### config.mk
export PLATFORM = sky130hd
export DESIGN_NAME = i2c_bit_timer
export DESIGN_NICKNAME = d
export VERILOG_FILES = /design/src/rtl/i2cbt_pkg.sv /design/src/rtl/i2cbt_phase_timer.sv /design/src/rtl/i2cbt_bit_sense.sv /design/src/rtl/i2c_bit_timer.sv
export SDC_FILE = /design/constraint.sdc
export NUM_CORES = 1
export LEC_CHECK = 0
export ABC_AREA = 1
export CAP_MARGIN = 20
export CORE_MARGIN = 2
export CORE_UTILIZATION = 35
export CTS_CLUSTER_DIAMETER = 200
export CTS_CLUSTER_SIZE = 20
export DETAILED_ROUTE_END_ITERATION = 16
export GPL_TIMING_DRIVEN = 0
export PLACE_DENSITY = 0.66
export SLEW_MARGIN = 15
export SYNTH_ARGS = -nofsm -noshare
export SYNTH_HDL_FRONTEND = slang
export SYNTH_HIERARCHICAL = 1
export SYNTH_SLANG_ARGS = --single-unit
### constraint.sdc
create_clock -name clk -period 4.85 [get_ports clk]
set_clock_uncertainty 0.2 [all_clocks]
set_input_delay 0.485 -clock clk [delete_from_list [all_inputs] [get_ports clk]]
set_output_delay 0.485 -clock clk [all_outputs]
set_load 0.1 [all_outputs]
### src/rtl/i2cbt_pkg.sv
package i2cbt_pkg;

    typedef enum logic [2:0] {
        OP_START   = 3'd0,
        OP_RESTART = 3'd1,
        OP_STOP    = 3'd2,
        OP_WRITE   = 3'd3,
        OP_READ    = 3'd4
    } op_e;

    typedef enum logic [3:0] {
        PH_IDLE,
        PH_ST_HOLD,
        PH_LOW_A,
        PH_LOW_B,
        PH_HIGH,
        PH_RS_SETUP,
        PH_RS_HOLD,
        PH_SP_SETUP,
        PH_SP_BUF
    } phase_e;

    typedef struct packed {
        op_e  op;
        logic tgt_sda_low;
        logic chk_arb;
    } job_t;

    // phases that may not advance until SCL has actually gone high
    function automatic logic waits_on_scl(phase_e p);
        return (p == PH_HIGH) || (p == PH_RS_SETUP) || (p == PH_SP_SETUP);
    endfunction

    // phases that legally move SDA with SCL high
    function automatic logic is_condition(phase_e p);
        return (p == PH_ST_HOLD) || (p == PH_RS_SETUP) || (p == PH_RS_HOLD) ||
               (p == PH_SP_SETUP) || (p == PH_SP_BUF);
    endfunction

    function automatic job_t decode_cmd(logic [2:0] op, logic bit_val);
        job_t j;
        j.chk_arb     = 1'b0;
        j.tgt_sda_low = 1'b0;
        case (op)
            3'd0: j.op = OP_START;
            3'd1: j.op = OP_RESTART;
            3'd2: begin j.op = OP_STOP; j.tgt_sda_low = 1'b1; end
            3'd3: begin
                j.op          = OP_WRITE;
                j.tgt_sda_low = ~bit_val;
                j.chk_arb     = bit_val;
            end
            default: j.op = OP_READ;
        endcase
        return j;
    endfunction

endpackage

### src/rtl/i2cbt_phase_timer.sv
module i2cbt_phase_timer #(
    parameter int CW = 12
) (
    input  logic          clk,
    input  logic          rst,
    input  logic          restart,
    input  logic          hold,
    input  logic [CW-1:0] len,
    output logic [CW-1:0] count,
    output logic          last
);
    localparam int EW = CW + 1;

    logic [EW-1:0] next_count;

    assign next_count = {1'b0, count} + EW'(1);
    // a zero length behaves as a single cycle
    assign last = next_count >= {1'b0, len};

    always_ff @(posedge clk) begin
        if (rst || restart) begin
            count <= '0;
        end else if (!hold) begin
            count <= count + CW'(1);
        end
    end
endmodule

### src/rtl/i2cbt_bit_sense.sv
module i2cbt_bit_sense #(
    parameter int CW = 12
) (
    input  logic          clk,
    input  logic          rst,
    input  logic          in_high,
    input  logic          chk_arb,
    input  logic          scl_in,
    input  logic          sda_in,
    input  logic [CW-1:0] count,
    input  logic [CW-1:0] high_len,
    output logic          bit_q,
    output logic          arb_hit
);
    logic at_mid;

    assign at_mid  = in_high && scl_in && (count == (high_len >> 1));
    assign arb_hit = in_high && chk_arb && scl_in && !sda_in;

    always_ff @(posedge clk) begin
        if (rst) begin
            bit_q <= 1'b0;
        end else if (at_mid) begin
            bit_q <= sda_in;
        end
    end
endmodule

### src/rtl/i2c_bit_timer.sv
module i2c_bit_timer
    import i2cbt_pkg::*;
#(
    parameter int CW = 12
) (
    input  logic          clk,
    input  logic          rst,
    input  logic [CW-1:0] cfg_period,
    input  logic [CW-1:0] cfg_low,
    input  logic [CW-1:0] cfg_edge,
    input  logic [CW-1:0] cfg_dsetup,
    input  logic          cmd_valid,
    input  logic [2:0]    cmd_op,
    input  logic          cmd_bit,
    output logic          cmd_ready,
    input  logic          scl_in,
    input  logic          sda_in,
    output logic          scl_drive_low,
    output logic          sda_drive_low,
    output logic          done,
    output logic          done_bit,
    output logic          arb_lost
);
    localparam int EW = CW + 1;

    phase_e        phase_q, phase_d;
    job_t          job_q;
    logic          scl_lo_q, sda_lo_q, done_q, arb_q;
    logic [EW-1:0] diff_a, diff_h;
    logic [CW-1:0] len_low_a, len_high, len_cur, cnt;
    logic          last, hold, adv, accept, arb_hit, final_step;

    // phase lengths, saturated at zero
    assign diff_a    = {1'b0, cfg_low} - {1'b0, cfg_dsetup};
    assign diff_h    = {1'b0, cfg_period} - {1'b0, cfg_low};
    assign len_low_a = diff_a[CW] ? '0 : diff_a[CW-1:0];
    assign len_high  = diff_h[CW] ? '0 : diff_h[CW-1:0];

    always_comb begin
        case (phase_q)
            PH_LOW_A: len_cur = len_low_a;
            PH_LOW_B: len_cur = cfg_dsetup;
            PH_HIGH:  len_cur = len_high;
            default:  len_cur = cfg_edge;
        endcase
    end

    assign accept     = cmd_valid && (phase_q == PH_IDLE);
    assign hold       = waits_on_scl(phase_q) && !scl_in;
    assign adv        = (phase_q != PH_IDLE) && last && !hold && !arb_hit;
    assign final_step = adv && ((phase_q == PH_ST_HOLD) || (phase_q == PH_HIGH) ||
                                (phase_q == PH_RS_HOLD) || (phase_q == PH_SP_BUF));

    i2cbt_phase_timer #(.CW(CW)) u_timer (
        .clk     (clk),
        .rst     (rst),
        .restart (accept || adv || arb_hit),
        .hold    (hold),
        .len     (len_cur),
        .count   (cnt),
        .last    (last)
    );

    i2cbt_bit_sense #(.CW(CW)) u_sense (
        .clk      (clk),
        .rst      (rst),
        .in_high  (phase_q == PH_HIGH),
        .chk_arb  (job_q.chk_arb),
        .scl_in   (scl_in),
        .sda_in   (sda_in),
        .count    (cnt),
        .high_len (len_high),
        .bit_q    (done_bit),
        .arb_hit  (arb_hit)
    );

    // phase sequencing
    always_comb begin
        phase_d = phase_q;
        if (arb_hit) begin
            phase_d = PH_IDLE;
        end else if (accept) begin
            phase_d = (cmd_op == 3'd0) ? PH_ST_HOLD : PH_LOW_A;
        end else if (adv) begin
            case (phase_q)
                PH_LOW_A: phase_d = PH_LOW_B;
                PH_LOW_B: begin
                    case (job_q.op)
                        OP_RESTART: phase_d = PH_RS_SETUP;
                        OP_STOP:    phase_d = PH_SP_SETUP;
                        default:    phase_d = PH_HIGH;
                    endcase
                end
                PH_RS_SETUP: phase_d = PH_RS_HOLD;
                PH_SP_SETUP: phase_d = PH_SP_BUF;
                default:     phase_d = PH_IDLE;
            endcase
        end
    end

    always_ff @(posedge clk) begin
        if (rst) begin
            phase_q  <= PH_IDLE;
            job_q    <= '0;
            scl_lo_q <= 1'b0;
            sda_lo_q <= 1'b0;
            done_q   <= 1'b0;
            arb_q    <= 1'b0;
        end else begin
            phase_q <= phase_d;
            done_q  <= final_step;
            arb_q   <= arb_hit;
            if (accept) begin
                job_q <= decode_cmd(cmd_op, cmd_bit);
            end
            if (arb_hit) begin
                scl_lo_q <= 1'b0;
                sda_lo_q <= 1'b0;
            end else if (final_step) begin
                case (phase_q)
                    PH_HIGH:   begin scl_lo_q <= 1'b1; sda_lo_q <= job_q.tgt_sda_low; end
                    PH_SP_BUF: begin scl_lo_q <= 1'b0; sda_lo_q <= 1'b0; end
                    default:   begin scl_lo_q <= 1'b1; sda_lo_q <= 1'b1; end
                endcase
            end
        end
    end

    // line drive per phase
    always_comb begin
        case (phase_q)
            PH_IDLE:     sda_drive_low = sda_lo_q;
            PH_ST_HOLD:  sda_drive_low = 1'b1;
            PH_LOW_A:    sda_drive_low = sda_lo_q;
            PH_LOW_B:    sda_drive_low = job_q.tgt_sda_low;
            PH_HIGH:     sda_drive_low = job_q.tgt_sda_low;
            PH_RS_SETUP: sda_drive_low = 1'b0;
            PH_RS_HOLD:  sda_drive_low = 1'b1;
            PH_SP_SETUP: sda_drive_low = 1'b1;
            default:     sda_drive_low = 1'b0;
        endcase
    end

    assign scl_drive_low = ((phase_q == PH_IDLE) && scl_lo_q) ||
                           (phase_q == PH_LOW_A) || (phase_q == PH_LOW_B);
    assign cmd_ready     = (phase_q == PH_IDLE);
    assign done          = done_q;
    assign arb_lost      = arb_q;
endmodule

==> summary.md, run 1 <==
| Metric | Value |
|---|---|
| Initial drt markers | 267 |
| Clock tree buffer depth | 2 |
| Critical Path AT | 4.54 ns |
| Mean post-synth cell area | 5.56 um2 |
| Port-buffer cells | 62 |
| Initial antenna violation count | 0 |
| Post-synthesis cell count | 689 |
| Fin cells | 897 |
| Seq/Total Area, Yosys | 0.136 |
| Largest stage delay, worst path | 0.48 ns |
| Worst setup path start | cfg_low[0] |
| Root Driver | clkbuf_8 |
| Slowest cell on the critical path | clkdlybuf4s50_1 |
| Largest net degree at the start of global routing | 16 |
| Die H | 109 um |
| Drt pass-1 iters | 5 |
| Drt via density | 4.81 |
| Cell-internal power | 0.511 mW |
| NetSw | 0.370 mW |
| Type of the worst min-delay path | flop to flop |
| HPWL after DPL | 9070 um |
| MaxCap Viol Count | 0 |
| Worst setup EP type | flop |
| Skew-Pair Late Insertion Delay | 0.28 ns |
| Global-route wire length before repair | 18200 um |
| Hold Crit Depth | 2 |
| Power Density | 185 mW/mm2 |
| Final max-slew violation count | 0 |
| Most common cell in the netlist | nand2_1 |
| Hold_sp | job_q[3]$_SDFFE_PP0P_ |
| FF+latch count, synth | 26 |
| Switching Share | 0.420 |
| CTS Buf Count | 3 |
| Reg2reg path depth | 23 |
| Final setup vio count | 0 |
| Worst Path Max Fanout | 10 |
| Ys Warns | 6 |
| Syn_nets | 785 |
| Max Clock Freq | 222 MHz |
| CP Class | input pin to flop |
| Vias in the first global route | 3958 |
| CP required | 4.88 ns |
| Clock sink count | 26 |
| Hold Path End | job_q[3]$_SDFFE_PP0P_ |
| Routed Antenna Nets | 0 |
| Final hold violations | 0 |
| Tmin final | 4.51 ns |
| Routed length per instance | 12.1 um |
| Most used cell along the critical path | nand2_1 |
| Yosys top cell area share | 0.214 |
| Startpoint types | input pin |
| Core area | 0.0107 mm2 |
| Largest area contributor in the netlist | nand2_1 |
| TNS Setup | 0 ns |
| Starting density of the core | 0.356 |
| Synthesized cell area | 0.00383 mm2 |
| GPL Wtd Cong | 0.964 |
| Nets | 854 |
| FF-to-FF End | u_timer/count[3]$_SDFFE_PP0N_ |
| Peak VDD IR | 0.139 mV |
| Die W | 109 um |
| Post-synth ARST share | 0 |
| Post-Route WL | 10800 um |
| Share of cells above drive strength 1 | 0.0634 |
| Synth top area cells | nand2_1 21%, inv_1 14%, dfxtp_1 14% |
| Area growth syn-to-layout | 24.1% |
| Sequential share of power | 0.262 |
| Distinct cell type count after synthesis | 42 |
| H-tree levels | 1 |
| R2R Setup Slk | 1.16 ns |
| Comb power frac | 0.527 |
| Post-synth top cells | 218 x nand2_1, 144 x inv_1, 57 x nor2_1 |
| Least-Margin Pin Slew | 0.965 ns |
| Clock power share | 0.211 |
| GR Overflow Total | 0 |
| Die area | 0.0118 mm2 |
| Final Cycle Share | 0.929 |
| TritonCTS clock tree | yes |
| Standard-cell rows | 38 |
| Via count | 4313 |
| Top_reg_cell synth | dfxtp_1 |
| Clock-pin slew on the worst setup and hold paths | 0.10 ns |
| Slew Limit Headroom | 0.355 |
| Reg2reg start | phase_q[1]$_SDFFE_PP0P_ |
| Post-layout util | 0.442 |
| DP Cell Count | 891 |
| EDFF count, synth | 0 |
| I/O Pins | 63 |
| Outcome | finished clean |
| LEAKAGE | 2.54 nW |
| GR Util All Layers | 0.193 |
| Residual DRC | 0 |
| ANT cells | 0 |
placed cells by master, fill, tap and decap left out, drive strengths merged:
cell	n
nand2	221
inv	149
nor2	68
clkdlybuf4s50	62
nand3	51
a21oi	39
ha	37
nand4	34
dfxtp	26
o21ai	15
xor2	8
buf	7
xnor2	5
nor3	5
clkbuf	5
or2	4
o21bai	3
nand3b	3
a31oi	2
fa	2
bufinv	2
a21boi	1
a21o	1
a211oi	1
nor2b	1
o31ai	1
a41oi	1
and3	1
nor3b	1
clkinv	1
power by group through the flow:
stage / Sequential [mW] / Combinational, mW / Clock (mW)
6_report: 0.231 / 0.465 / 0.186
5_1_grt: 0.233 / 0.525 / 0.202
4_1_cts: 0.231 / 0.454 / 0.191
3_5_place_dp: 0.236 / 0.451 / 0
3_3_place_gp: 0.236 / 0.449 / 0
2_1_floorplan: 0.234 / 0.317 / 0
worst max-delay path, delay by kind of cell:
kind | cells | cell delay [ns]
buffers and inverters | 8 | 1.18
AND/OR/NAND/NOR | 16 | 1.63
AO/OA/AOI/OAI | 3 | 0.34
adder cells (fa/ha/maj) | 3 | 0.91
sequential cells by signal, summed over array words and instances, names as in the netlist:
register / cells
arb_lost: 1
done: 1
job_q: 5
phase_q: 4
scl_lo_q: 1
sda_lo_q: 1
u_sense/bit_q: 1
u_timer/count: 12
worst max path at each step:
stage                                    endpoint  depth (start not counted)
floorplan           u_timer/count[3]$_SDFFE_PP0N_                         31
global placement    u_timer/count[3]$_SDFFE_PP0N_                         32
detailed placement  u_timer/count[3]$_SDFFE_PP0N_                         32
CTS                 u_timer/count[3]$_SDFFE_PP0N_                         32
global route        u_timer/count[3]$_SDFFE_PP0N_                         30
finish              u_timer/count[3]$_SDFFE_PP0N_                         30
stage by stage:
step	total power [mW]	instance area [um2]	setup WS, ns	hold WS, ns
after floorplan	0.550	3830	0.892	0.241
after global placement	0.685	4620	-0.367	0.258
after detailed placement	0.687	4620	-0.377	0.263
after CTS	0.876	4700	0.0243	0.278
after global routing	0.960	4750	-0.0000933	0.313
final	0.881	4750	0.343	0.278
kinds of logic (layout without fill, tap and decap cells):
logic type / count (synthesis) / count (layout) / share of synthesized area
buf+inv: 158 / 226 / 0.159
simple gates: 389 / 389 / 0.451
flops: 26 / 26 / 0.136
fa+ha+maj: 39 / 39 / 0.131
xor+xnor: 13 / 13 / 0.0297
compound gates: 64 / 64 / 0.0925
final cells by class:
| cell class | count | area (um2) |
|---|---|---|
| buffer | 7 | 42.5 |
| clock buffer | 3 | 41.3 |
| clock inverter | 1 | 30.0 |
| fill | 1230 | 5990 |
| inverter | 151 | 581 |
| multi-input combinational | 505 | 2730 |
| sequential | 26 | 520 |
| tap | 140 | 175 |
| timing repair buffer | 64 | 636 |
per-layer routing:
layer,global-route usage,share of wire,vias up
met5,0,0,-
met4,0.0394,0.019,0
met3,0.0301,0.069,26
met2,0.301,0.41,146
met1,0.278,0.51,1835
li1,-,-,2306
repair_timing:
action / in CTS / in global routing
buffers inserted: 0 / 2
hold buffers: 0 / 0
endpoints found under the setup margin: 8 / 12
pin swaps: 0 / 2
hold endpoints to repair: 0 / 0
resized for setup: 1 / 10
Power figures use the tool's default switching activity.
==> inputs of run 2 (changes only) <==
--- a/config.mk
+++ b/config.mk
@@ -5,15 +5,13 @@
 export SDC_FILE = /design/constraint.sdc
 export NUM_CORES = 1
 export LEC_CHECK = 0
-export ABC_AREA = 1
 export CAP_MARGIN = 20
-export CORE_MARGIN = 2
 export CORE_UTILIZATION = 35
 export CTS_CLUSTER_DIAMETER = 200
 export CTS_CLUSTER_SIZE = 20
 export DETAILED_ROUTE_END_ITERATION = 16
 export GPL_TIMING_DRIVEN = 0
-export PLACE_DENSITY = 0.66
+export PLACE_DENSITY = 0.67
 export SLEW_MARGIN = 15
 export SYNTH_ARGS = -nofsm -noshare
 export SYNTH_HDL_FRONTEND = slang
==> constraint.sdc (replaced) <==
create_clock -name clk -period 5.8 [get_ports clk]
set_clock_uncertainty 0.2 [all_clocks]
set_input_delay 0.58 -clock clk [delete_from_list [all_inputs] [get_ports clk]]
set_output_delay 0.58 -clock clk [all_outputs]
set_load 0.1 [all_outputs]
==> run 2 against run 1 <==
- sequential share of layout area grew 1.1 points
- via count decreased by 14%
- cell area down 9.2%
- register-to-register slack worse by 0.32 ns
- core utilization is 1.6 points higher
- critical path depth fell by 9
- final cell count down 25%
- critical endpoint is now u_timer/count[4]$_SDFFE_PP0N_
- largest power group unchanged
==> summary.md, run 2 <==
| Metric | Value |
|---|---|
| Clock-pin slew on the worst setup and hold paths | 0.09 ns |
| Placed Area | 0.00425 mm2 |
| MaxCap Viol Count | 0 |
| Via count | 3705 |
| Initial drt markers | 216 |
| Seq. cell area | 520 um2 |
| Area growth syn-to-layout | 24.3% |
| TritonCTS clock tree | yes |
| Worst setup path start | cfg_low[0] |
| Routed length per instance | 15.2 um |
| CP Class | input pin to flop |
| ANT cells | 0 |
| FF-to-FF End | u_timer/count[4]$_SDFFE_PP0N_ |
| Final max-slew violation count | 0 |
| Unrepaired setup endpoints after global routing | no |
| Max Clock Freq | 185 MHz |
| GR Overflow Total | 0 |
| Largest net degree at the start of global routing | 15 |
| Drt pass-1 iters | 7 |
| Reg2reg path depth | 18 |
| Peak VDD IR | 0.110 mV |
| Commonest non-fill, non-tap cells in the layout | 62 x clkdlybuf4s50_1, 56 x nor2_1, 45 x inv_1, 37 x ha_1, 32 x xnor2_1 |
| Vias in the first global route | 3512 |
| CTS Buf Count | 3 |
| Power Density | 143 mW/mm2 |
| Critical Path AT | 5.41 ns |
| Synthesized cell area | 0.00347 mm2 |
| Fillers | 999 |
| Largest registers | u_timer/count: 12 flops, job_q: 5 flops, phase_q: 4 flops |
| HPWL after DPL | 8100 um |
| Reg2reg start | phase_q[1]$_SDFFE_PP0P_ |
| I/O Pins | 63 |
| Die W | 102 um |
| Clock sink count | 26 |
| Die area | 0.0103 mm2 |
| Post-Route WL | 10100 um |
| Area of the multi-input gates | 0.00270 mm2 |
| Hold Crit Depth | 2 |
| Initial antenna violation count | 0 |
| DP Worst Slack | 0.0532 ns |
| Root Driver | clkbuf_8 |
| Global-route wire length before repair | 16500 um |
| Syn_nets | 570 |
| Worst Path Max Fanout | 10 |
| Standard-cell rows | 35 |
| Slew Limit Headroom | 0.350 |
| Share of cells above drive strength 1 | 0.0556 |
| GR Util All Layers | 0.199 |
| Least-Margin Pin Slew | 0.971 ns |
| Tmin final | 5.41 ns |
| Commonest non-fill, non-tap cell in the layout | clkdlybuf4s50_1 |
| H-tree levels | 1 |
| Worst setup EP type | flop |
| DP Cell Count | 665 |
| Mean post-synth cell area | 7.32 um2 |
| Final hold violations | 0 |
| Post-synthesis cell count | 474 |
| Final Power | 0.618 mW |
| Fin cells | 669 |
| Type of the worst min-delay path | flop to flop |
| Outcome | finished clean |
| Clock tree buffer depth | 2 |
| Die H | 102 um |
| Max FFs per register | 12 |
| R2R Setup Slk | 0.84 ns |
| Port-buffer cells | 62 |
| Fin area | 0.00431 mm2 |
| LEAKAGE | 1.74 nW |
| Ys Warns | 6 |
| Drt via density | 5.54 |
| Worst setup margin | 0.393 ns |
| Final Cycle Share | 0.932 |
| Residual DRC | 0 |
| Top reg by flops | u_timer/count |
| Routed Antenna Nets | 0 |
| CP required | 5.81 ns |
| Core area | 0.00942 mm2 |
| Nets | 637 |
| Setup crit end | u_timer/count[4]$_SDFFE_PP0N_ |
| Startpoint types | input pin |
| TNS Setup | 0 ns |
| Postcts setup bufs | 0 |
| Starting density of the core | 0.369 |
| GPL Wtd Cong | 0.886 |
| Skew-Pair Late Insertion Delay | 0.27 ns |
| Final setup vio count | 0 |
## run 2: worst min-delay path by stage
| stage | start | endpoint | slack [ns] |
|---|---|---|---|
| floorplan | job_q[2]$_SDFFE_PP0P_ | job_q[2]$_SDFFE_PP0P_ | 0.24 |
| global placement | job_q[4]$_SDFFE_PP0P_ | job_q[4]$_SDFFE_PP0P_ | 0.26 |
| finish | job_q[4]$_SDFFE_PP0P_ | job_q[4]$_SDFFE_PP0P_ | 0.28 |
| detailed placement | job_q[4]$_SDFFE_PP0P_ | job_q[4]$_SDFFE_PP0P_ | 0.26 |
| global route | job_q[2]$_SDFFE_PP0P_ | job_q[2]$_SDFFE_PP0P_ | 0.29 |
| CTS | job_q[4]$_SDFFE_PP0P_ | job_q[4]$_SDFFE_PP0P_ | 0.28 |
## run 2: layout make-up
cell class / instances / area share
timing repair buffer: 62 / 0.144
multi-input combinational: 385 / 0.627
inverter: 46 / 0.0400
tap: 129 / 0.0374
sequential: 26 / 0.121
buffer: 17 / 0.0186
clock buffer: 4 / 0.0128
## run 2: per-stage QoR
| step | hold WS [ns] | utilization |
|---|---|---|
| 6_report | 0.278 | 0.458 |
| 5_1_grt | 0.293 | 0.458 |
| 4_1_cts | 0.278 | 0.458 |
| 3_5_place_dp | 0.264 | 0.452 |
| 3_3_place_gp | 0.256 | 0.452 |
| 2_1_floorplan | 0.239 | - |
## run 2: per-layer routing
metal | vias to the layer above | GRT usage | share of wire
met5 | - | 0 | 0
met4 | 0 | 0.0279 | 0.0077
met3 | 6 | 0.0200 | 0.043
met2 | 116 | 0.351 | 0.47
met1 | 1732 | 0.267 | 0.48
li1 | 1851 | - | -
## run 2: what timing repair did
action,in CTS,in global routing
setup endpoints to repair,0,10
gates resized for setup,0,1
hold buffers,0,0
## run 2: power by group
part | leakage, nW | internal (mW) | switching, mW
combinational | 1.50 | 0.140 | 0.172
clock | 0.0288 | 0.0608 | 0.0599
sequential | 0.210 | 0.182 | 0.00429
## run 2: worst max-delay path, stage by stage
cell	delay (ns)
clkdlybuf4s50_1	0.48
inv_1	0.05
ha_1	0.21
fa_1	0.41
nor2b_1	0.17
o31a_1	0.22
o22ai_2	0.18
a211oi_2	0.46
nand3b_1	0.14
o221ai_1	0.09
inv_1	0.07
ha_1	0.33
a21oi_1	0.15
nand2_1	0.07
a211oi_1	0.23
o211ai_1	0.18
nor4b_2	0.23
or3_1	0.36
or2_2	0.34
clkbuf_1	0.27
a21oi_1	0.19
